`src/rtl/crot_pkg.sv`:
```
// Shared definitions for the direction-bit replay rotator.
// Assumes: nothing beyond IEEE 1800-2017 elaboration.
package crot_pkg;

    // Rotation sense selected by one recorded direction bit.
    typedef enum logic {
        ROT_CCW = 1'b0,
        ROT_CW  = 1'b1
    } rot_dir_e;

    // Number of register groups needed to hold m stages, n per group.
    function automatic int group_count(input int m, input int n);
        return (m + n - 1) / n;
    endfunction

endpackage

```
`src/rtl/crot_stage.sv`:
```
// One unrolled circular micro-rotation by +/- atan(2^-SH).
// Assumes: operands are two's complement, SH < W; purely combinational.
// Subtraction uses inverted operand plus carry-in; shifts are sign-extending wiring.
module crot_stage
    import crot_pkg::*;
#(
    parameter int W  = 27,
    parameter int SH = 0
) (
    input  logic signed [W-1:0] x_i,
    input  logic signed [W-1:0] y_i,
    input  logic                cw,
    output logic signed [W-1:0] x_o,
    output logic signed [W-1:0] y_o
);

    logic signed [W-1:0] x_sh;
    logic signed [W-1:0] y_sh;
    logic                sub_x;
    logic                sub_y;

    // Add a and b, or a and the one's complement of b plus carry when sub is set.
    function automatic logic signed [W-1:0] addsub(
        input logic signed [W-1:0] a,
        input logic signed [W-1:0] b,
        input logic                sub
    );
        logic [W-1:0] opnd;
        opnd = sub ? ~b : b;
        return a + opnd + W'(sub);
    endfunction

    // Shifted copies of the stage inputs.
    assign x_sh = x_i >>> SH;
    assign y_sh = y_i >>> SH;

    // Clockwise: x adds, y subtracts; counter-clockwise: the reverse.
    assign sub_x = (cw != ROT_CW);
    assign sub_y = (cw == ROT_CW);

    // Cross-coupled update of both channels.
    always_comb begin
        x_o = addsub(x_i, y_sh, sub_x);
        y_o = addsub(y_i, x_sh, sub_y);
    end

endmodule

```
`src/rtl/crot_group.sv`:
```
// N consecutive micro-rotations followed by one pipeline register.
// Group GI covers stages GI*N .. GI*N+N-1; stage slots past M-1 pass data through.
// Assumes: dir_i bit k drives stage k; data registers load only on valid.
module crot_group #(
    parameter int W  = 27,
    parameter int M  = 21,
    parameter int N  = 4,
    parameter int GI = 0
) (
    input  logic                clk,
    input  logic                rst_n,
    input  logic                vld_i,
    input  logic [M-1:0]        dir_i,
    input  logic signed [W-1:0] x_i,
    input  logic signed [W-1:0] y_i,
    output logic                vld_q,
    output logic [M-1:0]        dir_q,
    output logic signed [W-1:0] x_q,
    output logic signed [W-1:0] y_q
);

    logic signed [W-1:0] xc [0:N];
    logic signed [W-1:0] yc [0:N];

    assign xc[0] = x_i;
    assign yc[0] = y_i;

    // Unrolled stage chain; slots beyond the last stage are wires.
    for (genvar k = 0; k < N; k++) begin : g_slot
        localparam int IDX = GI * N + k;
        if (IDX < M) begin : g_rot
            crot_stage #(.W(W), .SH(IDX)) u_stage (
                .x_i (xc[k]),
                .y_i (yc[k]),
                .cw  (dir_i[IDX]),
                .x_o (xc[k+1]),
                .y_o (yc[k+1])
            );
        end else begin : g_pass
            assign xc[k+1] = xc[k];
            assign yc[k+1] = yc[k];
        end
    end

    // Pipeline register: valid always advances, payload loads with valid.
    always_ff @(posedge clk) begin
        if (!rst_n) begin
            vld_q <= 1'b0;
            dir_q <= '0;
            x_q   <= '0;
            y_q   <= '0;
        end else begin
            vld_q <= vld_i;
            if (vld_i) begin
                dir_q <= dir_i;
                x_q   <= xc[N];
                y_q   <= yc[N];
            end
        end
    end

    // valid moves exactly one group per clock.
    a_r1_valid_step: assert property (@(posedge clk) disable iff (!rst_n)
        $past(rst_n) |-> (vld_q == $past(vld_i)));

    // the bit vector travels unchanged with its operand.
    a_r8_dir_travels: assert property (@(posedge clk) disable iff (!rst_n)
        ($past(rst_n) && $past(vld_i)) |-> (dir_q == $past(dir_i)));

    // a zero vector stays zero through the group.
    a_r6_zero_in_zero_out: assert property (@(posedge clk) disable iff (!rst_n)
        ($past(rst_n) && $past(vld_i) && $past(x_i) == '0 && $past(y_i) == '0)
        |-> (x_q == '0 && y_q == '0));

endmodule

```
`src/rtl/crot_replay_rotator.sv`:
```
// Rotation CORDIC that replays recorded vectoring decisions, one bit per stage.
// Assumes: |u|,|v| small enough that K*|(u,v)| stays below 4 (no wrap);
// the result carries gain K; latency is group_count(M,N) clocks.
module crot_replay_rotator #(
    parameter int W = 27,
    parameter int M = 21,
    parameter int N = 4
) (
    input  logic                clk,
    input  logic                rst_n,
    input  logic                in_vld,
    input  logic signed [W-1:0] in_u,
    input  logic signed [W-1:0] in_v,
    input  logic [M-1:0]        in_dir,
    output logic                out_vld,
    output logic signed [W-1:0] out_u,
    output logic signed [W-1:0] out_v
);

    localparam int G = crot_pkg::group_count(M, N);

    logic                vld_c [0:G];
    logic [M-1:0]        dir_c [0:G];
    logic signed [W-1:0] x_c   [0:G];
    logic signed [W-1:0] y_c   [0:G];
    logic                dir_tail_unused;

    assign vld_c[0] = in_vld;
    assign dir_c[0] = in_dir;
    assign x_c[0]   = in_u;
    assign y_c[0]   = in_v;

    // Chain of register groups, each holding N stages.
    for (genvar g = 0; g < G; g++) begin : g_grp
        crot_group #(.W(W), .M(M), .N(N), .GI(g)) u_grp (
            .clk   (clk),
            .rst_n (rst_n),
            .vld_i (vld_c[g]),
            .dir_i (dir_c[g]),
            .x_i   (x_c[g]),
            .y_i   (y_c[g]),
            .vld_q (vld_c[g+1]),
            .dir_q (dir_c[g+1]),
            .x_q   (x_c[g+1]),
            .y_q   (y_c[g+1])
        );
    end

    // Outputs come straight from the last group register.
    assign out_vld = vld_c[G];
    assign out_u   = x_c[G];
    assign out_v   = y_c[G];
    assign dir_tail_unused = ^dir_c[G];

    // result pair holds while no new result is presented.
    a_r5_hold: assert property (@(posedge clk) disable iff (!rst_n)
        ($past(rst_n) && !out_vld) |-> ($stable(out_u) && $stable(out_v)));

    // a reset edge leaves the output valid low.
    a_r2_reset_clear: assert property (@(posedge clk)
        $past(!rst_n) |-> !out_vld);

endmodule

```
`config.mk`:
```
export PLATFORM = sky130hd
export DESIGN_NAME = crot_replay_rotator
export DESIGN_NICKNAME = d
export VERILOG_FILES = /design/src/rtl/crot_pkg.sv /design/src/rtl/crot_stage.sv /design/src/rtl/crot_group.sv /design/src/rtl/crot_replay_rotator.sv
export SDC_FILE = /design/constraint.sdc
export NUM_CORES = 2
export LEC_CHECK = 0
export BUFFER_PORTS_ARGS = -buffer_cell sky130_fd_sc_hd__buf_2
export CELL_PAD_IN_SITES_DETAIL_PLACEMENT = 0
export CELL_PAD_IN_SITES_GLOBAL_PLACEMENT = 2
export CORE_ASPECT_RATIO = 0.8
export CORE_MARGIN = 2
export CORE_UTILIZATION = 25
export CTS_CLUSTER_DIAMETER = 100
export DETAILED_ROUTE_END_ITERATION = 16
export GPL_TIMING_DRIVEN = 1
export PLACE_DENSITY = 0.59
export SETUP_SLACK_MARGIN = 0.05
export SLEW_MARGIN = 10
export SYNTH_ARGS = -nofsm -noshare
export SYNTH_HDL_FRONTEND = slang
export SYNTH_SLANG_ARGS = --single-unit
export TNS_END_PERCENT = 10
```
`constraint.sdc`:
```
create_clock -name clk -period 28 [get_ports clk]
set_input_delay 5.6 -clock clk [delete_from_list [all_inputs] [get_ports clk]]
set_output_delay 5.6 -clock clk [all_outputs]
set_load 0.05 [all_outputs]
```
==> flow_results.org <==
** STA
- Setup total negative slack on the finished layout was measured at 0 ns.
- Headroom to the max-slew limit came out at 21.5%.
- The number of pins exceeding their max-slew limit in the final report came to 0.
- Unrepaired setup endpoints after global routing :: false
- Final worst path period need :: 15.46 ns
- Pin slew with the least headroom to its limit :: 1.17 ns
- The count of endpoints failing hold in the final timing report is 0.
- Hold is met by around 0.47 ns.
- Setup violations remaining at the end of the flow were counted as 0.
- The worst path uses 55.2% of the clock period.
- Maximum clock frequency :: between 0.06 and 0.07 GHz
- On the final layout, the worst clock skew is ~0.047 ns.

** Setup path
- Startpoint kind of the worst setup timing path :: flip-flop
- STA puts the critical path data arrival time at ~16 ns.
- On the worst path, the slowest cell contributes a delay of ~0.81 ns.
- Worst EP required :: 28.49 ns
- Critical setup path kind :: flip-flop to flip-flop
- Worst-path maximum fanout :: 22
- The worst setup path is captured at a flip-flop.
- In this design, the critical path's most frequently occurring cell is sky130_fd_sc_hd__a21o_1.
- On the critical path, the stage with the largest delay is an instance of sky130_fd_sc_hd__a221oi_1.

** Layout
- Fraction of final layout cells with drive strength greater than 1 :: 4.84%
- After the flow finishes, the layout carries non-filler instances totaling 12500.
- Net total in the final layout :: 9975
- End-of-flow core utilization :: 27.6%
- Growth of design area from synthesis to finish :: 10.0%
- After filler insertion, the fill cell instance count of the layout stands at 29700.

** Synth
- When the netlist entered floorplanning its net count stood at 9937.
- Of the synthesized area, sequential elements account for 11.0%.
- Yosys synthesis warning count :: 0
- Summing every instance area after synthesis gives approximately 70000 um2.
- The netlist uses 105 different library cells.
- Number of synthesized register bits :: 375
- Number of standard cells after synthesis :: 8807
- In this run the mean area of a mapped cell was 7.74 um2.
- Of all flip-flops after synthesis, the portion carrying an async set or reset was 0%.
- Number of synthesized flops with an enable pin :: 0
- In the post-synthesis netlist, the biggest area contributors are sky130_fd_sc_hd__ha_1 19%, sky130_fd_sc_hd__xnor2_1 15%, sky130_fd_sc_hd__dfxtp_1 11%.
- Summed over all instances, the cell type with the most area after synthesis is sky130_fd_sc_hd__ha_1.
- For this run, the leading register cell type out of synthesis is sky130_fd_sc_hd__dfxtp_1.
- The share of synthesized area in the top cell type comes to 18.5%.

** Die
- The initialized floorplan defines 171 standard-cell rows.
- The die is 471 um tall.
- The die is slightly below 600 um wide.
- Full die area :: 277000 um2
- Core Footprint :: 271000 um2
- Top-level I/O count :: 133
- Initial Utilization :: 25.1%

** Drt
- First DRT Iteration DRCs :: 3356
- Final Routed Wirelength :: 232000 um
- The first detailed-routing pass ran for 7 iterations.
- Number of design rule violations left after detail routing :: 0
- Remaining antenna violation count :: 0
- Average detailed-routed wire length per instance :: 18.6 um
- Vias per cell :: 4.88
- Detailed-route via count :: 61000

** Global route
- Global routing used 1.33% of the available met3 tracks.
- Number of global-route vias before repair :: 58600
- In the global route stage, met1 resource usage came out at about a quarter.
- The layer flagged by global routing as most heavily used is met2.
- Global routing consumed, on the met2 layer, between 20% and 30% of the routing resources.
- Remaining Overflow, GRT :: 0
- Entering global routing, the biggest net connects between 80 and 90 pins.
- Initial antenna violation count :: 5
- First-pass GRT wire length :: 355000 um
- For this run, the total global-route usage over all layers was measured as 16.3%.

** Place
- Final HPWL from detailed placement :: 196000 um
- In this run the tool buffered the top-level ports with 132 buffer cells.
- Including well taps, the total number of placed cells is approximately 12000.
- The congestion estimate from routability-driven global placement came to 0.835.

** CTS
- TritonCTS built the clock tree.
- In this run the number of H-tree levels came out at 2.
- The root buffer cell chosen for the clock tree is sky130_fd_sc_hd__clkbuf_16.
- Post-cts repair resize count :: 0
- Cts-stage hold buffer count :: 0
- Worst-path clk slew :: 0.06 ns
- CTS Buf Count :: 50
- The longest clock path from root to sink contains 3 buffers.
- Clock tree synthesis found a total of ~380 sinks.
- Setup Buffers After CTS :: 0
- The later pin in the worst-skew pair is clocked with a latency of 0.67 ns.

** Hold path
- Class of the tightest hold or removal check :: flip-flop to flip-flop

** Run status
- The run finished with clean final reports.

** Job
- Number of max-cap violations :: 0
synth_stat cells (19+ instances only):
cell type / count
sky130_fd_sc_hd__o41ai_1: 26
sky130_fd_sc_hd__mux2i_1: 310
sky130_fd_sc_hd__or3_1: 61
sky130_fd_sc_hd__o2111ai_1: 19
sky130_fd_sc_hd__a21boi_0: 64
sky130_fd_sc_hd__xor2_1: 501
sky130_fd_sc_hd__ha_1: 1010
sky130_fd_sc_hd__fa_1: 42
sky130_fd_sc_hd__a2111oi_0: 27
sky130_fd_sc_hd__or2_2: 50
sky130_fd_sc_hd__o31a_1: 21
sky130_fd_sc_hd__o21a_1: 128
sky130_fd_sc_hd__inv_1: 410
sky130_fd_sc_hd__o21bai_1: 206
sky130_fd_sc_hd__o211ai_1: 43
sky130_fd_sc_hd__buf_1: 45
sky130_fd_sc_hd__nand4_1: 53
sky130_fd_sc_hd__clkbuf_1: 158
sky130_fd_sc_hd__nor2_1: 926
sky130_fd_sc_hd__a21oi_1: 731
sky130_fd_sc_hd__a211oi_1: 104
sky130_fd_sc_hd__and3_1: 89
sky130_fd_sc_hd__o21ai_0: 423
sky130_fd_sc_hd__a41oi_1: 31
sky130_fd_sc_hd__nand2_1: 437
sky130_fd_sc_hd__and2_1: 64
sky130_fd_sc_hd__nor2b_1: 111
sky130_fd_sc_hd__nand2b_1: 112
sky130_fd_sc_hd__a21o_1: 268
sky130_fd_sc_hd__nand3_1: 163
sky130_fd_sc_hd__a31o_2: 26
sky130_fd_sc_hd__xnor2_1: 1154
sky130_fd_sc_hd__mux2_2: 21
sky130_fd_sc_hd__dfxtp_1: 375
sky130_fd_sc_hd__o31ai_1: 29
sky130_fd_sc_hd__a31oi_1: 71
sky130_fd_sc_hd__nor3_1: 197
final cells by class:
type | instances | area, um2 | share of cell area, %
clock buffers | 67 | 1440 | 1.92
well taps | 3633 | 4550 | 6.06
flip-flops and latches | 375 | 7530 | 10.0
diodes | 3 | 7.51 | 0.0100
clock inverters | 25 | 447 | 0.596
multi-input cells | 7802 | 58300 | 77.7
repair buffers | 196 | 1140 | 1.53
inverters | 420 | 1590 | 2.12
kinds of logic (layout without fill, tap and decap cells):
kind of cell	count (synthesis)	count (layout)	share of synthesized area [%]
AOI/OAI and AO/OA	2398	2398	22.9
and+or+nand+nor	2347	2347	16.1
xor gates and xnor gates	1669	1669	21.7
adders and majority gates	1055	1055	19.8
buffers and inverters	630	708	3.50
DFF	375	375	11.0
muxes	333	333	4.95
other	0	3	0
layer usage:
| metal | vias to the layer above | wire length (um) |
|---|---|---|
| li1 | 31600 | - |
| met1 | 28600 | 124000 |
| met2 | 762 | 98300 |
| met3 | 130 | 6850 |
| met4 | 0 | 3460 |
| met5 | - | 0 |
per-stage QoR:
stage / cell area (um2) / setup slack, ns
6_report: 75000 / 12.54
4_1_cts: 75000 / 12.43
5_1_grt: 75000 / 11.11
2_1_floorplan: 68100 / 13.88
3_5_place_dp: 73100 / 12.39
3_3_place_gp: 73100 / 12.23
registers in the layout (all words and copies together) (netlist names):
signal / cells
g_grp.u_grp.dir_q: 45
g_grp.u_grp.vld_q: 6
g_grp.u_grp.x_q: 162
g_grp.u_grp.y_q: 162
path summary, 6_finish.rpt:
kind / from / to / slack [ns] / cells after the start
worst max register to register: g_grp[3].u_grp.dir_q[16] / g_grp[4].u_grp.y_q[24] / 12.54 / 54
worst max-delay path: g_grp[3].u_grp.dir_q[16] / g_grp[4].u_grp.y_q[24] / 12.54 / 54
worst min register to register: g_grp[4].u_grp.x_q[17] / g_grp[4].u_grp.x_q[17] / 0.47 / 2
worst min-delay path: g_grp[4].u_grp.x_q[17] / g_grp[4].u_grp.x_q[17] / 0.47 / 2
layout by cell type (no fill, tap or decap), drive strengths merged, types with 21 or more instances in the layout:
cell type	n
a2111oi	28
a211oi	105
a21boi	65
a21o	268
a21oi	731
a31o	26
a31oi	71
a41oi	31
and2	64
and3	89
buf	196
clkbuf	67
dfxtp	375
fa	42
ha	1010
inv	419
mux2	22
mux2i	311
nand2	437
nand2b	112
nand3	164
nand4	53
nor2	926
nor2b	111
nor3	197
o211ai	44
o21a	128
o21ai	427
o21bai	206
o31a	21
o31ai	29
o41ai	29
or2	52
or3	61
xnor2	1155
xor2	502
worst max-delay path: cells and delay by family (launching register included):
family | cells | cell delay (ns)
xor gates and xnor gates | 7 | 2.98
DFF | 1 | 0.31
AOI/OAI and AO/OA | 29 | 7.91
adders and majority gates | 4 | 1.39
buffers and inverters | 2 | 0.33
muxes | 2 | 0.47
and+or+nand+nor | 10 | 1.85
Power is left out: the tool's default activity adds up to more than one toggle a clock period on the data nets, which glitch-free logic cannot reach.
